**config.mk**
```make
export PLATFORM = sky130hd
export DESIGN_NAME = gpio_event_bank
export DESIGN_NICKNAME = d
export VERILOG_FILES = /design/src/rtl/gpio_event_bank.sv
export SDC_FILE = /design/constraint.sdc
export NUM_CORES = 1
export LEC_CHECK = 0
export BUFFER_PORTS_ARGS = -buffer_cell sky130_fd_sc_hd__buf_2
export CORE_ASPECT_RATIO = 1.4
export CORE_MARGIN = 2
export CORE_UTILIZATION = 59
export DETAILED_ROUTE_END_ITERATION = 8
export PLACE_DENSITY = 0.85
export SKIP_CTS_REPAIR_TIMING = 1
export SYNTH_ARGS = -nofsm -noshare
export SYNTH_HDL_FRONTEND = slang
export SYNTH_SLANG_ARGS = --single-unit
```
**constraint.sdc**
```tcl
create_clock -name clk -period 5.37 [get_ports clk]
set_input_delay 1.074 -clock clk [delete_from_list [all_inputs] [get_ports clk]]
set_output_delay 1.074 -clock clk [all_outputs]
set_load 0.05 [all_outputs]
```
**src/rtl/gpio_event_bank.sv**
```systemverilog
module gpio_event_bank #(
  parameter int NPINS     = 8,
  parameter int ADDR_W    = 4,
  parameter int BLINK_DIV = 4
) (
  input  logic              clk,
  input  logic              rst_n,
  input  logic              wr_en,
  input  logic [ADDR_W-1:0] addr,
  input  logic [31:0]       wdata,
  output logic [31:0]       rdata,
  input  logic [NPINS-1:0]  pin_in,
  output logic [NPINS-1:0]  pin_out,
  output logic [NPINS-1:0]  pin_oe,
  output logic [NPINS-1:0]  gpio_sel,
  output logic              smi,
  output logic              sci
);
  localparam int IDX_W = (NPINS > 1) ? $clog2(NPINS) : 1;
  localparam int CNT_W = (BLINK_DIV > 1) ? $clog2(BLINK_DIV) : 1;
  localparam logic [ADDR_W-1:0] STS_A = ADDR_W'(NPINS);
  localparam logic [CNT_W-1:0]  CNT_LAST = CNT_W'(BLINK_DIV - 1);

  logic [NPINS-1:0] use_r, dir_r, lvl_r, blk_r, inv_r, smien_r, scien_r;
  logic [NPINS-1:0][1:0] route_r;
  logic [NPINS-1:0] sync1, sync2, status, qual, set_v, clr_v, smi_hit, sci_hit;
  logic [NPINS-1:0][31:0] cfg_rd;
  logic [CNT_W-1:0] bcnt;
  logic bphase;
  logic sts_wr;

  assign sts_wr = wr_en && (addr == STS_A);
  assign qual   = use_r & dir_r;
  assign set_v  = qual & (sync2 ^ inv_r);
  assign clr_v  = sts_wr ? wdata[NPINS-1:0] : '0;

  always_ff @(posedge clk or negedge rst_n) begin
    if (!rst_n) begin
      use_r   <= '0;
      dir_r   <= '0;
      lvl_r   <= '0;
      blk_r   <= '0;
      inv_r   <= '0;
      smien_r <= '0;
      scien_r <= '0;
      route_r <= '0;
    end else begin
      for (int i = 0; i < NPINS; i++) begin
        if (wr_en && addr == ADDR_W'(i)) begin
          use_r[i]   <= wdata[8];
          dir_r[i]   <= wdata[9];
          lvl_r[i]   <= wdata[10];
          blk_r[i]   <= wdata[11];
          inv_r[i]   <= wdata[12];
          route_r[i] <= wdata[14:13];
          smien_r[i] <= wdata[15];
          scien_r[i] <= wdata[16];
        end
      end
    end
  end

  always_ff @(posedge clk or negedge rst_n) begin
    if (!rst_n) begin
      sync1  <= '0;
      sync2  <= '0;
      status <= '0;
    end else begin
      sync1  <= pin_in;
      sync2  <= sync1;
      status <= (status & ~clr_v) | set_v;
    end
  end

  always_ff @(posedge clk or negedge rst_n) begin
    if (!rst_n) begin
      bcnt   <= '0;
      bphase <= 1'b0;
    end else if (bcnt == CNT_LAST) begin
      bcnt   <= '0;
      bphase <= ~bphase;
    end else begin
      bcnt <= bcnt + 1'b1;
    end
  end

  for (genvar g = 0; g < NPINS; g++) begin : g_pin
    assign smi_hit[g] = status[g] & qual[g] & smien_r[g] & (route_r[g] == 2'b01);
    assign sci_hit[g] = status[g] & qual[g] & scien_r[g] & (route_r[g] == 2'b10);
    assign pin_out[g] = blk_r[g] ? bphase : lvl_r[g];
    assign cfg_rd[g]  = {15'd0, scien_r[g], smien_r[g], route_r[g], inv_r[g], blk_r[g],
                         (dir_r[g] ? sync2[g] : lvl_r[g]), dir_r[g], use_r[g], 8'(g)};
  end

  assign pin_oe   = use_r & ~dir_r;
  assign gpio_sel = use_r;
  assign smi      = |smi_hit;
  assign sci      = |sci_hit;

  always_comb begin
    rdata = '0;
    if (addr < STS_A)      rdata = cfg_rd[addr[IDX_W-1:0]];
    else if (addr == STS_A) rdata[NPINS-1:0] = status;
  end

  a_r6_status_sticky: assert property (@(posedge clk) disable iff (!rst_n)
    !$past(sts_wr) |-> (($past(status) & ~status) == '0));

  a_r8_no_rise_unqualified: assert property (@(posedge clk) disable iff (!rst_n)
    ((status & ~$past(status) & ~$past(use_r & dir_r)) == '0));

  a_r7_smi_backed: assert property (@(posedge clk) disable iff (!rst_n)
    smi |-> ((status & smien_r & use_r & dir_r) != '0));

  a_r7_sci_backed: assert property (@(posedge clk) disable iff (!rst_n)
    sci |-> ((status & scien_r & use_r & dir_r) != '0));

  a_r9_steady_level: assert property (@(posedge clk) disable iff (!rst_n)
    !$past(wr_en) |-> (((pin_out ^ $past(pin_out)) & ~blk_r) == '0));
endmodule

```
==> results.json, run 1 <==
{
  "power_frac_comb_pct": 29.1,
  "min_period_ps": 4078,
  "ff2ff_path_depth": 2,
  "num-nets-final": 485,
  "max_cap_viol_count": 0,
  "setup_crit_start": "addr[0]",
  "wire_per_inst_um": 20.52,
  "detailedPlacementHpwl_um": 7923,
  "critPathMostFrequentCell": "sky130_fd_sc_hd__buf_2",
  "synth_compound_area_share_pct": 2.090,
  "synthCells": 374,
  "die_height_um": 112.6,
  "cp.buffers_inverters": 3,
  "worst_ep_arrival_time_ps": 3000,
  "area_growth_syn_to_layout_pct": 12.21,
  "netSwitchingPower_uw": 878.8,
  "fin_setup_tns_ps": 0,
  "multi_input_area_mm2": 0.002280,
  "timing.critical_path.depth": 5,
  "synthXorXnorAreaFrac_pct": 1.587,
  "postSynthAreaPerCell_um2": 13.28,
  "share_clk_of_total_power_pct": 26.9,
  "slew_violations": 0,
  "yosysUniqueCellTypes": 35,
  "yosys_warnings": 0,
  "floorplan.die_area_mm2": 0.009181,
  "fill_cells": 570,
  "total_leakage_power_uw": 0.002572,
  "dr_total_vias": 3326,
  "r2r_slack_ps": 4400,
  "ir_drop_v": 0.0002837,
  "netlist_area_mm2": 0.004969,
  "cts-htree-levels": 3,
  "grt-ovfl-total": 0,
  "power.share.switching_pct": 36.11,
  "grt_pass1_vias": 3392,
  "rsz_0062_raised_after_global_routing": "false",
  "postSynthRegisterBits": 99,
  "worst_slew_margin_rel_pct": 46.46,
  "routabilityCongestion": 0.9209,
  "worst_slew_pin_slew_ps": 801.0,
  "boundaryPins": 105,
  "fmax_ghz": 0.2452,
  "startpoint_type": "input pin",
  "grt_start_max_net_pins": 52,
  "antenna_found_initial": 0,
  "synth_simple_gate_area_share_pct": 11.08,
  "main_combinational_cell_family_by_area_after_synthesis": "multiplexers",
  "cts_tree": "done",
  "clk_pin_slew_ps": 70,
  "drc": 0,
  "firstDrtPassIters": 4,
  "clockBufferDepth": 2,
  "slowest_stage": "sky130_fd_sc_hd__buf_2",
  "final_layout_size_suffix_gt1_share_pct": 44.34,
  "worst_skew_pair.late_latency_ps": 350,
  "seq_area_frac_synth_pct": 49.86,
  "hold-path-cell-count": 0,
  "worstPathRequired_ps": 4300,
  "synth_adder_area_share_pct": 0.2518,
  "cell_internal_pwr_uw": 1555,
  "reg_to_reg_critical_path_endpoint": "status[3]",
  "timing.hold.worst.class": "reg2reg",
  "critPathTopFamily": "buffers and inverters",
  "grt_use_total_pct": 26.42,
  "ff_latch_area_mm2": 0.002477,
  "antenna_cells_inserted": 0,
  "cts.root.buffer_cell": "sky130_fd_sc_hd__clkbuf_16",
  "path_cells": "buf_2 > inv_1 > mux4_2 > o31ai_1 > buf_2",
  "vias_per_cell": 6.114,
  "num_rows": 39,
  "die_width_um": 81.56,
  "clkSinkCount": 99,
  "drt_iter0_markers": 252,
  "finalSetupViolations": 0,
  "timing.setup.critical_path_class": "in2out",
  "finalHoldViolations": 0,
  "core_area_mm2": 0.008149,
  "power.density_cell_area_mw_per_mm2": 436.5,
  "endpoint_kind": "output port",
  "crit_share_post_route_pct": 75.94,
  "cts_made_buffers": 9,
  "grt_pass1_wl_um": 17540,
  "finClkSkew_ps": 4.294,
  "outcome": "complete, no violations",
  "crit_path_max_fanout": 24,
  "placement.io_buffers": 74,
  "fin_hold_ws_ps": 351.1,
  "yosys-mux-area-fraction_pct": 29.74,
  "wirelength_um": 11160,
  "reg2reg_from": "sync2[3]",
  "post_detailed_route_count_of_antenna_violating_nets": 0,
  "crit_path_max_incr_delay_ps": 570,
  "start_util_pct": 60.97,
  "critical_path.endpoint": "rdata[10]",
  "p_seq_share_pct": 44.0
}
==> routing by layer <==
metal,part of all wire [%],up-vias,track usage (%)
met4,3.8,0,14.69
met5,0,-,0
met2,53,151,43.22
met1,38,1686,32.64
met3,5.6,33,4.743
li1,-,1456,-
==> cell usage after synthesis, drive strengths merged <==
| cell type | instances | area [µm²] |
|---|---|---|
| mux4 | 17 | 382.9 |
| buf | 33 | 240.2 |
| dfrtp | 99 | 2477 |
| nor4 | 5 | 46.29 |
| a31oi | 1 | 6.260 |
| nand3 | 10 | 50.05 |
| a32o | 8 | 80.08 |
| clkbuf | 4 | 16.26 |
| o31ai | 1 | 7.510 |
| ha | 1 | 12.51 |
| inv | 2 | 7.510 |
| or3 | 1 | 6.260 |
| nand2b | 1 | 13.76 |
| mux2 | 80 | 934.7 |
| nor2b | 9 | 56.30 |
| and4b | 1 | 10.01 |
| o21ai | 2 | 10.01 |
| nor2 | 12 | 47.55 |
| nand4b | 1 | 15.01 |
| and2 | 5 | 31.28 |
| conb | 1 | 3.750 |
| mux2i | 16 | 160.2 |
| nor3 | 18 | 112.6 |
| xor2 | 9 | 78.83 |
| nor4b | 1 | 15.01 |
| nand2 | 34 | 127.6 |
| nand4 | 2 | 18.77 |
==> registers in the layout, indices dropped and copies added, names as in the netlist <==
| register | flops |
|---|---|
| blk_r | 8 |
| scien_r | 8 |
| lvl_r | 8 |
| smien_r | 8 |
| inv_r | 8 |
| status | 8 |
| sync1 | 8 |
| sync2 | 8 |
| cfg_rd | 16 |
| dir_r | 8 |
| bphase | 1 |
| gpio_sel | 8 |
| bcnt | 2 |
==> how the worst min path moves through the flow <==
stage | from | to
global route | sync1[2] | sync2[2]
floorplan | sync1[0] | sync2[0]
detailed placement | sync1[4] | sync2[4]
finish | sync1[4] | sync2[4]
CTS | sync1[1] | sync2[1]
global placement | sync1[6] | sync2[6]
==> cell usage in the layout, fill, tap and decap left out, drive strengths merged, types with 10 or more instances in the layout <==
cell type  netlist  routed
mux2i           16      16
nand2           34      34
nor2            12      12
mux4            17      17
nand3           10      10
dfrtp           99      99
nor3            18      18
mux2            80      80
conb             1      15
buf             33      75
==> stage by stage <==
| stage | worst slack (ps) | cells | util, % | area (µm²) | total power [µW] |
|---|---|---|---|---|---|
| floorplan | 1310 | 388 | - | 5021 | 1620 |
| global placement | 1304 | 528 | 64.70 | 5273 | 1756 |
| CTS | 1304 | 544 | 68.42 | 5575 | 2437 |
| global route | 1152 | 544 | 68.42 | 5575 | 2527 |
| finish | 1292 | 544 | 68.42 | 5575 | 2433 |
| detailed placement | 1313 | 528 | 64.70 | 5273 | 1787 |
==> area by class of cell <==
class | instances | area share [%]
repair buffers | 75 | 6.822
inverters | 2 | 0.1346
multi-input cells | 250 | 40.89
clock inverters | 7 | 1.391
well taps | 102 | 2.289
flip-flops and latches | 99 | 44.43
clock buffers | 9 | 4.039
==> cell families (layout without fill, tap and decap cells) <==
group                      Yosys count  in the layout
buffers and inverters               39             93
xor gates and xnor gates             9              9
and+or+nand+nor                    100            100
DFF                                 99             99
other                                1             15
adders and majority gates            1              1
muxes                              113            113
AOI/OAI and AO/OA                   12             12
==> worst register-to-register path, delay by kind of cell, from the launching register on <==
family,cells,cell delay [ps]
DFF,1,410
AOI/OAI and AO/OA,1,270
xor gates and xnor gates,1,170
==> power groups by stage <==
stage	Clock (µW)	Sequential (µW)	Combinational [µW]
after CTS	658	1070	712
after global routing	685	1090	751
after global placement	0	1070	689
final	654	1070	708
after detailed placement	0	1080	708
after floorplan	0	1020	596
Power figures use the tool's default switching activity.
==> run 2, diff against run 1 <==
--- a/config.mk
+++ b/config.mk
@@ -8,9 +8,9 @@
 export BUFFER_PORTS_ARGS = -buffer_cell sky130_fd_sc_hd__buf_2
 export CORE_ASPECT_RATIO = 1.4
 export CORE_MARGIN = 2
-export CORE_UTILIZATION = 59
+export CORE_UTILIZATION = 50
 export DETAILED_ROUTE_END_ITERATION = 8
-export PLACE_DENSITY = 0.85
+export PLACE_DENSITY = 0.77
 export SKIP_CTS_REPAIR_TIMING = 1
 export SYNTH_ARGS = -nofsm -noshare
 export SYNTH_HDL_FRONTEND = slang
==> constraint.sdc (replaced) <==
create_clock -name clk -period 3.7 [get_ports clk]
set_input_delay 0.74 -clock clk [delete_from_list [all_inputs] [get_ports clk]]
set_output_delay 0.74 -clock clk [all_outputs]
set_load 0.05 [all_outputs]
==> run 2 against run 1 <==
  * Hold slack got worse by 3.7 ps
  * Clock-buffer cell count rose by 1
  * Wire length up 2.5%
  * Largest cell class unchanged
  * First-iteration DRC count decreased by 28%
  * Critical endpoint is now rdata[13]
  * Core utilization shrank 10 points
  * Critical path type unchanged
  * Final area up 1.9%
==> results.json, run 2 (synthesized netlist as in run 1, its figures left out) <==
{
  "outcome": "complete, no violations",
  "min_to": "sync2[2]",
  "power_frac_comb_pct": 28.6,
  "p_seq_share_pct": 43.3,
  "wirelength_um": 11450,
  "worst_slew_margin_rel_pct": 48.01,
  "fmax_ghz": 0.3184,
  "fill_cells": 834,
  "crit_share_post_route_pct": 84.88,
  "timing.hold.worst.class": "reg2reg",
  "ff2ff_path_depth": 2,
  "rsz_0062_raised_after_global_routing": "false",
  "die_width_um": 88.25,
  "vias_per_cell": 5.635,
  "clkSinkCount": 99,
  "cell_internal_pwr_uw": 2343,
  "grt_use_total_pct": 22.59,
  "final_cells": 581,
  "start_util_pct": 50.74,
  "max_ffs_per_register": 16,
  "boundaryPins": 105,
  "endpoint_kind": "output port",
  "crit_path_max_incr_delay_ps": 540,
  "finalHoldViolations": 0,
  "min_period_ps": 3141,
  "grt_pass1_wl_um": 17910,
  "finalSetupViolations": 0,
  "placement.io_buffers": 74,
  "num_rows": 43,
  "dr_total_vias": 3274,
  "area_growth_syn_to_layout_pct": 14.35,
  "worst_slew_pin_slew_ps": 774.0,
  "worst_skew_pair.late_latency_ps": 340,
  "netSwitchingPower_uw": 1247,
  "cts-htree-levels": 3,
  "grt_start_max_net_pins": 52,
  "wire_per_inst_um": 19.70,
  "floorplan.die_area_mm2": 0.01076,
  "cts.root.buffer_cell": "sky130_fd_sc_hd__clkbuf_16",
  "reg2reg_from": "sync2[4]",
  "slew_violations": 0,
  "worstPathRequired_ps": 2960,
  "hold-path-cell-count": 0,
  "post_detailed_route_count_of_antenna_violating_nets": 0,
  "timing.setup.critical_path_class": "in2out",
  "reg_to_reg_critical_path_endpoint": "status[4]",
  "final_area_mm2": 0.005682,
  "post-place-cells": 565,
  "final_layout_size_suffix_gt1_share_pct": 44.84,
  "drt_iter0_markers": 182,
  "slowest_stage": "sky130_fd_sc_hd__mux4_2",
  "final_cell_mix": "sky130_fd_sc_hd__dfrtp_1, sky130_fd_sc_hd__buf_2, sky130_fd_sc_hd__mux2_2",
  "crit_path_max_fanout": 13,
  "finClkSkew_ps": 4.525,
  "core_area_mm2": 0.009792,
  "path_cells": "buf_2 > buf_4 > mux4_2 > mux2i_1 > nor2_1 > buf_2",
  "share_clk_of_total_power_pct": 28.2,
  "ir_drop_v": 0.0004238,
  "die_height_um": 121.9,
  "firstDrtPassIters": 4,
  "cts_made_buffers": 9,
  "max_cap_viol_count": 0,
  "power.density_cell_area_mw_per_mm2": 631.9,
  "clockBufferDepth": 2,
  "grt_pass1_vias": 3350,
  "grt-ovfl-total": 0,
  "antenna_found_initial": 0,
  "hold_start": "sync1[2]",
  "startpoint_type": "input pin",
  "dpl_cell_area_mm2": 0.005356,
  "mostFrequentLayoutCell": "sky130_fd_sc_hd__dfrtp_1",
  "num-nets-final": 489,
  "critPathMostFrequentCell": "sky130_fd_sc_hd__buf_2",
  "antenna_cells_inserted": 0,
  "post-layout-total-power_uw": 3590,
  "fin_setup_tns_ps": 0,
  "cts_tree": "done",
  "worst_ep_arrival_time_ps": 2400,
  "routabilityCongestion": 0.8988,
  "clk_pin_slew_ps": 60,
  "total_leakage_power_uw": 0.002621,
  "power.share.switching_pct": 34.74,
  "r2r_slack_ps": 2750,
  "drc": 0,
  "detailedPlacementHpwl_um": 8292
}
## run 2: how the worst max path moves through the flow
stage                       start  cells after the start  slack (ps)   endpoint
after floorplan           addr[0]                      4         310  rdata[10]
after global placement    addr[0]                      6         530  rdata[15]
after detailed placement  addr[0]                      6         540  rdata[13]
after CTS                 addr[0]                      6         540  rdata[13]
after global routing      addr[0]                      5         450  rdata[10]
final                     addr[0]                      6         560  rdata[13]
## run 2: layout make-up
| class | instances | area, µm² | area share, % |
|---|---|---|---|
| timing repair buffer | 79 | 422.9 | 7.443 |
| clock buffer | 10 | 239.0 | 4.206 |
| tap | 135 | 168.9 | 2.973 |
| clock inverter | 6 | 86.33 | 1.519 |
| multi-input combinational | 250 | 2280 | 40.12 |
| sequential | 99 | 2477 | 43.60 |
| inverter | 2 | 7.507 | 0.1321 |
## run 2: stage by stage
stage	hold slack [ps]	worst slack (ps)	utilization [%]
floorplan	331.2	307.6	-
global placement	333.2	529.6	54.70
detailed placement	335.8	544.8	54.70
CTS	350.8	544.4	58.02
global route	361.2	450.0	58.02
finish	347.5	559.4	58.02
## run 2: worst max-delay path, delay by kind of cell
| kind | cells | cell delay, ps |
|---|---|---|
| multiplexers | 2 | 690 |
| AND/OR/NAND/NOR | 1 | 50 |
| buffers and inverters | 3 | 910 |
## run 2: power by group through the flow
stage,combinational [µW],clock (µW),sequential [µW]
floorplan,865,0,1490
global placement,1010,0,1550
detailed placement,1030,0,1570
CTS,1030,1020,1550
global route,1090,1080,1590
finish,1030,1010,1550
## run 2: layer usage
layer  routed length [µm]  GRT usage, %
met5                    0             0
met4                  455         11.08
met3                  592         4.878
met2                 5980         37.12
met1                 4418         27.99
